<file path="src/rtl/rtc_snap_pkg.sv">
package rtc_snap_pkg;

    localparam int NUM_FIELDS = 6;
    localparam int NUM_STEPS  = 2 * NUM_FIELDS + 1;

    typedef struct packed {
        logic [3:0] ctrl;
        logic [3:0] wday;
        logic [3:0] year10;
        logic [3:0] year1;
        logic [3:0] mon10;
        logic [3:0] mon1;
        logic [3:0] day10;
        logic [3:0] day1;
        logic [3:0] hour10;
        logic [3:0] hour1;
        logic [3:0] min10;
        logic [3:0] min1;
        logic [3:0] sec10;
        logic [3:0] sec1;
    } rtc_addr_map_t;

    localparam rtc_addr_map_t RTC_DEFAULT_MAP = '{
        ctrl: 4'hF, wday: 4'h6,
        year10: 4'hC, year1: 4'hB, mon10: 4'hA, mon1: 4'h9,
        day10: 4'h8, day1: 4'h7, hour10: 4'h5, hour1: 4'h4,
        min10: 4'h3, min1: 4'h2, sec10: 4'h1, sec1: 4'h0
    };

    typedef struct packed {
        logic [6:0] sec;
        logic [6:0] min;
        logic [6:0] hour;
        logic [6:0] day;
        logic [6:0] mon;
        logic [6:0] year;
        logic [3:0] wday;
    } rtc_time_t;

    typedef enum logic [2:0] {
        ST_IDLE,
        ST_CTRL_WR,
        ST_CTRL_RD,
        ST_GAP,
        ST_XFER,
        ST_FINISH
    } seq_state_e;

    // binary to two BCD digits, tens in the upper nibble
    function automatic logic [7:0] bin_to_bcd(input logic [6:0] v);
        logic [6:0] t;
        logic [6:0] o;
        t = v / 7'd10;
        o = v % 7'd10;
        return {t[3:0], o[3:0]};
    endfunction

    function automatic logic [6:0] bcd_to_bin(input logic [3:0] tens, input logic [3:0] ones);
        logic [6:0] t;
        logic [6:0] o;
        t = {3'b000, tens};
        o = {3'b000, ones};
        return (t * 7'd10) + o;
    endfunction

endpackage

</file>
<file path="src/rtl/rtc_step_map.sv">
module rtc_step_map
    import rtc_snap_pkg::*;
#(
    parameter rtc_addr_map_t ADDR_MAP = RTC_DEFAULT_MAP
)(
    input  logic [3:0] step,
    output logic [3:0] addr
);

    // step order: field-major, ones before tens, weekday last
    always_comb begin
        case (step)
            4'd0:    addr = ADDR_MAP.sec1;
            4'd1:    addr = ADDR_MAP.sec10;
            4'd2:    addr = ADDR_MAP.min1;
            4'd3:    addr = ADDR_MAP.min10;
            4'd4:    addr = ADDR_MAP.hour1;
            4'd5:    addr = ADDR_MAP.hour10;
            4'd6:    addr = ADDR_MAP.day1;
            4'd7:    addr = ADDR_MAP.day10;
            4'd8:    addr = ADDR_MAP.mon1;
            4'd9:    addr = ADDR_MAP.mon10;
            4'd10:   addr = ADDR_MAP.year1;
            4'd11:   addr = ADDR_MAP.year10;
            default: addr = ADDR_MAP.wday;
        endcase
    end

endmodule

</file>
<file path="src/rtl/rtc_gap_timer.sv">
module rtc_gap_timer #(
    parameter int GAP_CYC = 250
)(
    input  logic clk,
    input  logic rst,
    input  logic en,
    output logic last
);

    localparam int CW = (GAP_CYC > 1) ? $clog2(GAP_CYC + 1) : 1;

    logic [CW-1:0] cnt_q;

    assign last = en && (cnt_q == CW'(GAP_CYC - 1));

    always_ff @(posedge clk) begin
        if (rst) begin
            cnt_q <= '0;
        end else if (en && !last) begin
            cnt_q <= cnt_q + 1'b1;
        end else begin
            cnt_q <= '0;
        end
    end

    // the idle gap is never cut short by the sequencer
    p_gap_full_r3: assert property (@(posedge clk) disable iff (rst)
        en && !last |=> en);

endmodule

</file>
<file path="src/rtl/rtc_nibble_bank.sv">
module rtc_nibble_bank
    import rtc_snap_pkg::*;
(
    input  logic       clk,
    input  logic       rst,
    input  logic       load_en,
    input  rtc_time_t  wr_time,
    input  logic       cap_en,
    input  logic [3:0] cap_idx,
    input  logic [3:0] cap_nib,
    input  logic [3:0] rd_idx,
    output logic [3:0] rd_nib,
    output rtc_time_t  out_time
);

    logic [6:0] fld_in  [NUM_FIELDS];
    logic [6:0] fld_out [NUM_FIELDS];
    logic [3:0] nib_load [NUM_STEPS];
    logic [3:0] nib_q    [NUM_STEPS];

    assign fld_in[0] = wr_time.sec;
    assign fld_in[1] = wr_time.min;
    assign fld_in[2] = wr_time.hour;
    assign fld_in[3] = wr_time.day;
    assign fld_in[4] = wr_time.mon;
    assign fld_in[5] = wr_time.year % 7'd100;

    for (genvar f = 0; f < NUM_FIELDS; f++) begin : g_field
        logic [7:0] bcd;
        assign bcd             = bin_to_bcd(fld_in[f]);
        assign nib_load[2*f]   = bcd[3:0];
        assign nib_load[2*f+1] = bcd[7:4];
        assign fld_out[f]      = bcd_to_bin(nib_q[2*f+1], nib_q[2*f]);
    end
    assign nib_load[NUM_STEPS-1] = wr_time.wday;

    always_ff @(posedge clk) begin
        if (rst) begin
            for (int i = 0; i < NUM_STEPS; i++) nib_q[i] <= '0;
        end else if (load_en) begin
            for (int i = 0; i < NUM_STEPS; i++) nib_q[i] <= nib_load[i];
        end else if (cap_en) begin
            for (int i = 0; i < NUM_STEPS; i++)
                if (cap_idx == 4'(i)) nib_q[i] <= cap_nib;
        end
    end

    always_comb begin
        rd_nib = '0;
        for (int i = 0; i < NUM_STEPS; i++)
            if (rd_idx == 4'(i)) rd_nib = nib_q[i];
    end

    assign out_time = '{sec: fld_out[0], min: fld_out[1], hour: fld_out[2],
                        day: fld_out[3], mon: fld_out[4], year: fld_out[5],
                        wday: nib_q[NUM_STEPS-1]};

    // captures only land on existing nibble slots
    p_cap_range_r6: assert property (@(posedge clk) disable iff (rst)
        cap_en |-> cap_idx < 4'(NUM_STEPS));
    // a new write image is never loaded during a read capture
    p_load_excl_r7: assert property (@(posedge clk) disable iff (rst)
        !(load_en && cap_en));

endmodule

</file>
<file path="src/rtl/rtc_snap_seq.sv">
module rtc_snap_seq
    import rtc_snap_pkg::*;
#(
    parameter rtc_addr_map_t ADDR_MAP  = RTC_DEFAULT_MAP,
    parameter logic [3:0]    CTRL_BASE = 4'h2,
    parameter int            BUSY_BIT  = 0,
    parameter int            MAX_TRIES = 10,
    parameter int            GAP_CYC   = 250
)(
    input  logic       clk,
    input  logic       rst,
    input  logic       start,
    input  logic       write,
    input  logic [6:0] wr_sec,
    input  logic [6:0] wr_min,
    input  logic [6:0] wr_hour,
    input  logic [6:0] wr_day,
    input  logic [6:0] wr_mon,
    input  logic [6:0] wr_year,
    input  logic [3:0] wr_wday,
    output logic [6:0] rd_sec,
    output logic [6:0] rd_min,
    output logic [6:0] rd_hour,
    output logic [6:0] rd_day,
    output logic [6:0] rd_mon,
    output logic [6:0] rd_year,
    output logic [3:0] rd_wday,
    output logic       done,
    output logic       err,
    output logic       ce,
    output logic       acc_req,
    output logic       acc_wr,
    output logic [3:0] acc_addr,
    output logic [3:0] acc_wdata,
    input  logic       acc_done,
    input  logic [3:0] acc_rdata
);

    localparam int TW        = $clog2(MAX_TRIES + 1);
    localparam int LAST_STEP = NUM_STEPS - 1;

    seq_state_e    state_q;
    logic [TW-1:0] tries_q;
    logic [3:0]    step_q;
    logic          op_wr_q;
    logic          err_q;
    logic          valid_q;

    rtc_time_t  wr_time;
    rtc_time_t  rd_time;
    logic [3:0] step_addr;
    logic [3:0] bank_nib;
    logic       gap_last;
    logic       in_link;
    logic       accept;

    assign wr_time = '{sec: wr_sec, min: wr_min, hour: wr_hour, day: wr_day,
                       mon: wr_mon, year: wr_year, wday: wr_wday};
    assign accept  = (state_q == ST_IDLE) && start;

    rtc_step_map #(.ADDR_MAP(ADDR_MAP)) i_map (
        .step (step_q),
        .addr (step_addr)
    );

    rtc_gap_timer #(.GAP_CYC(GAP_CYC)) i_gap (
        .clk  (clk),
        .rst  (rst),
        .en   (state_q == ST_GAP),
        .last (gap_last)
    );

    rtc_nibble_bank i_bank (
        .clk      (clk),
        .rst      (rst),
        .load_en  (accept && write),
        .wr_time  (wr_time),
        .cap_en   ((state_q == ST_XFER) && acc_done && !op_wr_q),
        .cap_idx  (step_q),
        .cap_nib  (acc_rdata),
        .rd_idx   (step_q),
        .rd_nib   (bank_nib),
        .out_time (rd_time)
    );

    always_ff @(posedge clk) begin
        if (rst) begin
            state_q <= ST_IDLE;
            tries_q <= '0;
            step_q  <= '0;
            op_wr_q <= 1'b0;
            err_q   <= 1'b0;
            valid_q <= 1'b0;
        end else begin
            case (state_q)
                ST_IDLE: begin
                    if (start) begin
                        op_wr_q <= write;
                        tries_q <= '0;
                        step_q  <= '0;
                        if (!write && !valid_q) begin
                            err_q   <= 1'b1;
                            state_q <= ST_FINISH;
                        end else begin
                            err_q   <= 1'b0;
                            state_q <= ST_CTRL_WR;
                        end
                    end
                end
                ST_CTRL_WR: begin
                    if (acc_done) state_q <= ST_CTRL_RD;
                end
                ST_CTRL_RD: begin
                    if (acc_done) begin
                        if (!acc_rdata[BUSY_BIT]) begin
                            step_q  <= '0;
                            state_q <= ST_XFER;
                        end else if (tries_q == TW'(MAX_TRIES - 1)) begin
                            err_q   <= 1'b1;
                            state_q <= ST_FINISH;
                        end else begin
                            tries_q <= tries_q + 1'b1;
                            state_q <= ST_GAP;
                        end
                    end
                end
                ST_GAP: begin
                    if (gap_last) state_q <= ST_CTRL_WR;
                end
                ST_XFER: begin
                    if (acc_done) begin
                        if (step_q == 4'(LAST_STEP)) state_q <= ST_FINISH;
                        else                         step_q  <= step_q + 1'b1;
                    end
                end
                ST_FINISH: begin
                    if (op_wr_q && !err_q) valid_q <= 1'b1;
                    state_q <= ST_IDLE;
                end
                default: state_q <= ST_IDLE;
            endcase
        end
    end

    assign in_link   = (state_q == ST_CTRL_WR) || (state_q == ST_CTRL_RD) || (state_q == ST_XFER);
    assign ce        = in_link;
    assign acc_req   = in_link;
    assign acc_wr    = (state_q == ST_CTRL_WR) || ((state_q == ST_XFER) && op_wr_q);
    assign acc_addr  = (state_q == ST_XFER) ? step_addr : ADDR_MAP.ctrl;
    assign acc_wdata = (state_q == ST_XFER) ? bank_nib  : CTRL_BASE;
    assign done      = (state_q == ST_FINISH);
    assign err       = err_q;

    assign rd_sec  = rd_time.sec;
    assign rd_min  = rd_time.min;
    assign rd_hour = rd_time.hour;
    assign rd_day  = rd_time.day;
    assign rd_mon  = rd_time.mon;
    assign rd_year = rd_time.year;
    assign rd_wday = rd_time.wday;

    // an unacknowledged request keeps its command stable
    p_req_hold_r11: assert property (@(posedge clk) disable iff (rst)
        acc_req && !acc_done |=> acc_req && $stable(acc_wr) && $stable(acc_addr) && $stable(acc_wdata));
    // each attempt opens with the control register write
    p_attempt_opens_r2: assert property (@(posedge clk) disable iff (rst)
        $rose(ce) |-> acc_wr && (acc_addr == ADDR_MAP.ctrl) && (acc_wdata == CTRL_BASE));
    // read without valid time is refused at once
    p_refuse_r1: assert property (@(posedge clk) disable iff (rst)
        accept && !write && !valid_q |=> done && err);
    // a clean write marks the time valid
    p_valid_set_r9: assert property (@(posedge clk) disable iff (rst)
        done && !err && op_wr_q |=> valid_q);
    // attempt counter stays within the retry budget
    p_try_bound_r4: assert property (@(posedge clk) disable iff (rst)
        tries_q < TW'(MAX_TRIES));

endmodule

</file>
<file path="config.mk">
export PLATFORM = sky130hd
export DESIGN_NAME = rtc_snap_seq
export DESIGN_NICKNAME = d
export VERILOG_FILES = /design/src/rtl/rtc_snap_pkg.sv /design/src/rtl/rtc_step_map.sv /design/src/rtl/rtc_gap_timer.sv /design/src/rtl/rtc_nibble_bank.sv /design/src/rtl/rtc_snap_seq.sv
export SDC_FILE = /design/constraint.sdc
export NUM_CORES = 1
export LEC_CHECK = 0
export BUFFER_PORTS_ARGS = -buffer_cell sky130_fd_sc_hd__buf_2
export CORE_ASPECT_RATIO = 0.9
export CORE_MARGIN = 1.5
export CORE_UTILIZATION = 35
export DETAILED_ROUTE_END_ITERATION = 8
export PLACE_DENSITY = 0.53
export SLEW_MARGIN = 15
export SYNTH_ARGS = -nofsm -noshare
export SYNTH_HDL_FRONTEND = slang
export SYNTH_SLANG_ARGS = --single-unit
export TNS_END_PERCENT = 5
</file>
<file path="constraint.sdc">
create_clock -name clk -period 5.28 [get_ports clk]
set_clock_uncertainty 0.1 [all_clocks]
set_input_delay 0.264 -clock clk [delete_from_list [all_inputs] [get_ports clk]]
set_output_delay 0.264 -clock clk [all_outputs]
set_load 0.01 [all_outputs]
</file>
==> run metrics <==
Synth warnings 0; Worst Setup Start Kind input pin; IO Port Bufs 113; CP arrival roughly 4200 ps; dpl cell area between 8000 and 9000 um2; First-pass DRT Iterations 5; syn avg cell area 8.11 um2; Core Box Area 21,800 um2; Mapped Cells between 900 and 1,000; clk slew on worst S/H paths 60 ps; mux contribution to synthesized area 0.0324; vias in the first global route 6,391; CTS Sinks 78; async set-reset flop share out of synthesis 0; largest family of logic cells by synthesized area compound AO/OA/AOI/OAI gates; vias between 7,000 and 8,000; FP Rows 51; Final setup viols 0; DRC viols 0; Max Buffers Root-to-Sink 2; Clock Latency Late Sink roughly 340 ps; worst slack, placed 880 ps; CTS H-tree depth 3; final hold viol count 0; final worst path period share 0.773; TritonCTS clock tree yes; CTS hold repair buffers 0; Max IR drop VDD approximately 0.21 mV; PD cells ~340 nW/um2; Adder-Cell Fraction of Synth Area 0.123; kind of critical path input pin to flop; Synth Area in Simple Gates 0.199; reg2reg start state_q[2]$_SDFFE_PP0P_; Via density roughly 5.3; xor/xnor cell area share of the yosys netlist 0.0785; Post-synth EDFFs 52; GP Congestion 0.805; final wirelength 21,200 um; Initial Utilization 0.359; Die Ht 145 um; Area Growth Syn to Fin 12.4%; Post-synth top flop edfxtp_1; Logic pwr share 0.478; first-pass GRT wire length between 30,000 and 40,000 um; outcome finished clean; final count of pins violating max slew 0; post-synth cell types 83; post-DR wirelength/cell 16.1 um; Sw Share 0.399; WP data required 5370 ps; die area 23,200 um2; CTS Buf Count 9; Pleak 0.00362 uW; flop2flop setup slack roughly 1900 ps; nets 1,144; HPWL after DPL 16,300 um; antenna cells 0; initial drt markers 536; max_slew headroom 0.367; GRT Util Overall 0.186; RSZ-0062 raised after global routing false; Setup TNS 0 ps; Register-to-Register Path Depth 8; Clock power frac 0.225; Hold WS 160 ps; Antenna Nets Post-Route 0; Post-CTS Setup Bufs 0; Pwr Total 3020 uW; post-synthesis compound-gate area fraction 0.229; hold path endpoint i_bank.nib_q[0][8]$_SDFFCE_PN0P_; CP endpoint kind flop; internal power approximately 1800 uW; post-synthesis cell area 7810 um2; Reg-to-Reg End i_bank.nib_q[0][26]$_SDFFCE_PN0P_; Clk Tree Root Cell clkbuf_16; CP max stage cell or3b_1; hold crit path type input pin to flop; Syn Nets 1,085; initial antenna violation count 0; max cap viols 0; fmax 245 MHz; IO Pins 114; Min Clock Period, post-route 4080 ps; share of layout cells above drive strength 1 0.155; pin count of the biggest net entering global routing 34; GR Overflow Total 0; CP cell instances buf_2 -> inv_1 -> ha_1 -> or3b_1 -> a221oi_4 -> nor2_1 -> nor2_1 -> o221ai_1 -> mux2i_1 -> ha_1 -> o21ai_0 -> a221o_1 -> a211oi_2 -> mux2_4 -> a211oi_2; Post-CTS Resized 0; cell area after layout 8770 um2; sequential area share after synthesis 0.267; critical path fanouts, max 9; Horiz. Die Dim 160 um; PnR worst setup slack 1200 ps; slowest stage delay, CP 520 ps; Switch Pwr 1200 uW; hold path depth 2; Hold Startpoint wr_min[0]; measured slew at the worst slew-check pin 945 ps; Sequential Power Share 0.296; flop and latch count out of synthesis 78
-- state kept, by name, summed over array words and instances (netlist names) --
| signal | flops |
|---|---|
| i_gap.cnt_q | 8 |
| i_bank.nib_q | 52 |
| op_wr_q | 1 |
| tries_q | 4 |
| i_map.addr | 4 |
| state_q | 3 |
| valid_q | 1 |
| err | 1 |
| step_q | 4 |
-- worst max-delay path, delay by kind of cell --
| kind | cells | cell delay [ps] |
|---|---|---|
| buffers and inverters | 2 | 220 |
| and+or+nand+nor | 3 | 840 |
| muxes | 2 | 590 |
| adders and majority gates | 2 | 570 |
| AOI/OAI and AO/OA | 6 | 1670 |
-- logic make-up (layout without fill, tap and decap cells) --
kind of cell,after synthesis,count (layout)
multiplexers,23,23
adder cells (fa/ha/maj),70,70
buffers and inverters,133,197
flip-flops,78,78
XOR/XNOR,70,70
AND/OR/NAND/NOR,321,321
AO/OA/AOI/OAI,268,268
-- how the worst max path moves through the flow --
stage | startpoint | slack [ps] | cells after the start | to
6_report | wr_year[3] | 1200 | 15 | i_bank.nib_q[0][42]$_DFFE_PP_
3_3_place_gp | wr_year[2] | 900 | 14 | i_bank.nib_q[0][42]$_DFFE_PP_
2_1_floorplan | wr_year[3] | 1460 | 16 | i_bank.nib_q[0][42]$_DFFE_PP_
5_1_grt | wr_year[3] | 970 | 15 | i_bank.nib_q[0][42]$_DFFE_PP_
3_5_place_dp | wr_year[3] | 880 | 15 | i_bank.nib_q[0][42]$_DFFE_PP_
4_1_cts | wr_year[3] | 1230 | 15 | i_bank.nib_q[0][42]$_DFFE_PP_
-- cells in the mapped netlist (7+ instances only) --
master / instances / area [um2]
xor2_1: 15 / 131
xnor2_1: 55 / 482
nand2_1: 98 / 368
o21ai_0: 67 / 335
a22oi_1: 13 / 97.6
clkbuf_1: 47 / 176
fa_1: 12 / 240
a21oi_1: 60 / 300
nor2b_1: 20 / 125
nor2_1: 87 / 327
nor3_1: 20 / 100
nand2b_1: 23 / 144
o22ai_1: 10 / 62.6
a22o_1: 9 / 78.8
a31oi_1: 13 / 81.3
dfxtp_1: 26 / 521
inv_1: 64 / 240
o221ai_1: 7 / 61.3
a211oi_1: 11 / 82.6
ha_1: 55 / 688
mux2i_1: 17 / 170
and3_1: 7 / 43.8
buf_4: 11 / 82.6
a21o_1: 12 / 90.1
edfxtp_1: 52 / 1560
and2_1: 14 / 87.6
nand3_1: 20 / 100
-- routing by layer --
metal / GRT usage / wire length, um
met1: 0.278 / 11200
met2: 0.284 / 9020
met3: 0.0256 / 887
met4: 0.0359 / 142
met5: 0 / 0
-- power groups by stage --
stage | Combinational (uW) | Clock, uW | Sequential [uW]
detailed placement | 1440 | 0 | 909
floorplan | 1040 | 0 | 847
global route | 1620 | 714 | 912
global placement | 1440 | 0 | 909
CTS | 1450 | 690 | 897
finish | 1440 | 680 | 895
-- final cells by class --
| type | instances | area [um2] |
|---|---|---|
| fill | 2247 | 13000 |
| multi-input combinational | 752 | 5160 |
| sequential | 78 | 2080 |
| timing repair buffer | 116 | 588 |
| clock inverter | 2 | 35.0 |
| clock buffer | 14 | 297 |
| inverter | 65 | 244 |
| tap | 291 | 364 |
-- stage by stage --
step	util	cells
5_1_grt	0.403	1318
2_1_floorplan	-	963
4_1_cts	0.403	1318
3_5_place_dp	0.388	1302
3_3_place_gp	0.388	1302
6_report	0.403	1318
-- cells in the final DEF (no fill, tap or decap), drive strengths merged, types with 15 or more instances in the layout --
cell / n
mux2i: 17
nor3: 21
nand3: 20
nand2: 99
inv: 64
nor2b: 20
nand2b: 23
nor2: 87
edfxtp: 52
dfxtp: 26
xor2: 15
o21ai: 73
ha: 55
a21oi: 60
buf: 116
xnor2: 55
No activity file was read; power rests on OpenSTA's default activity.
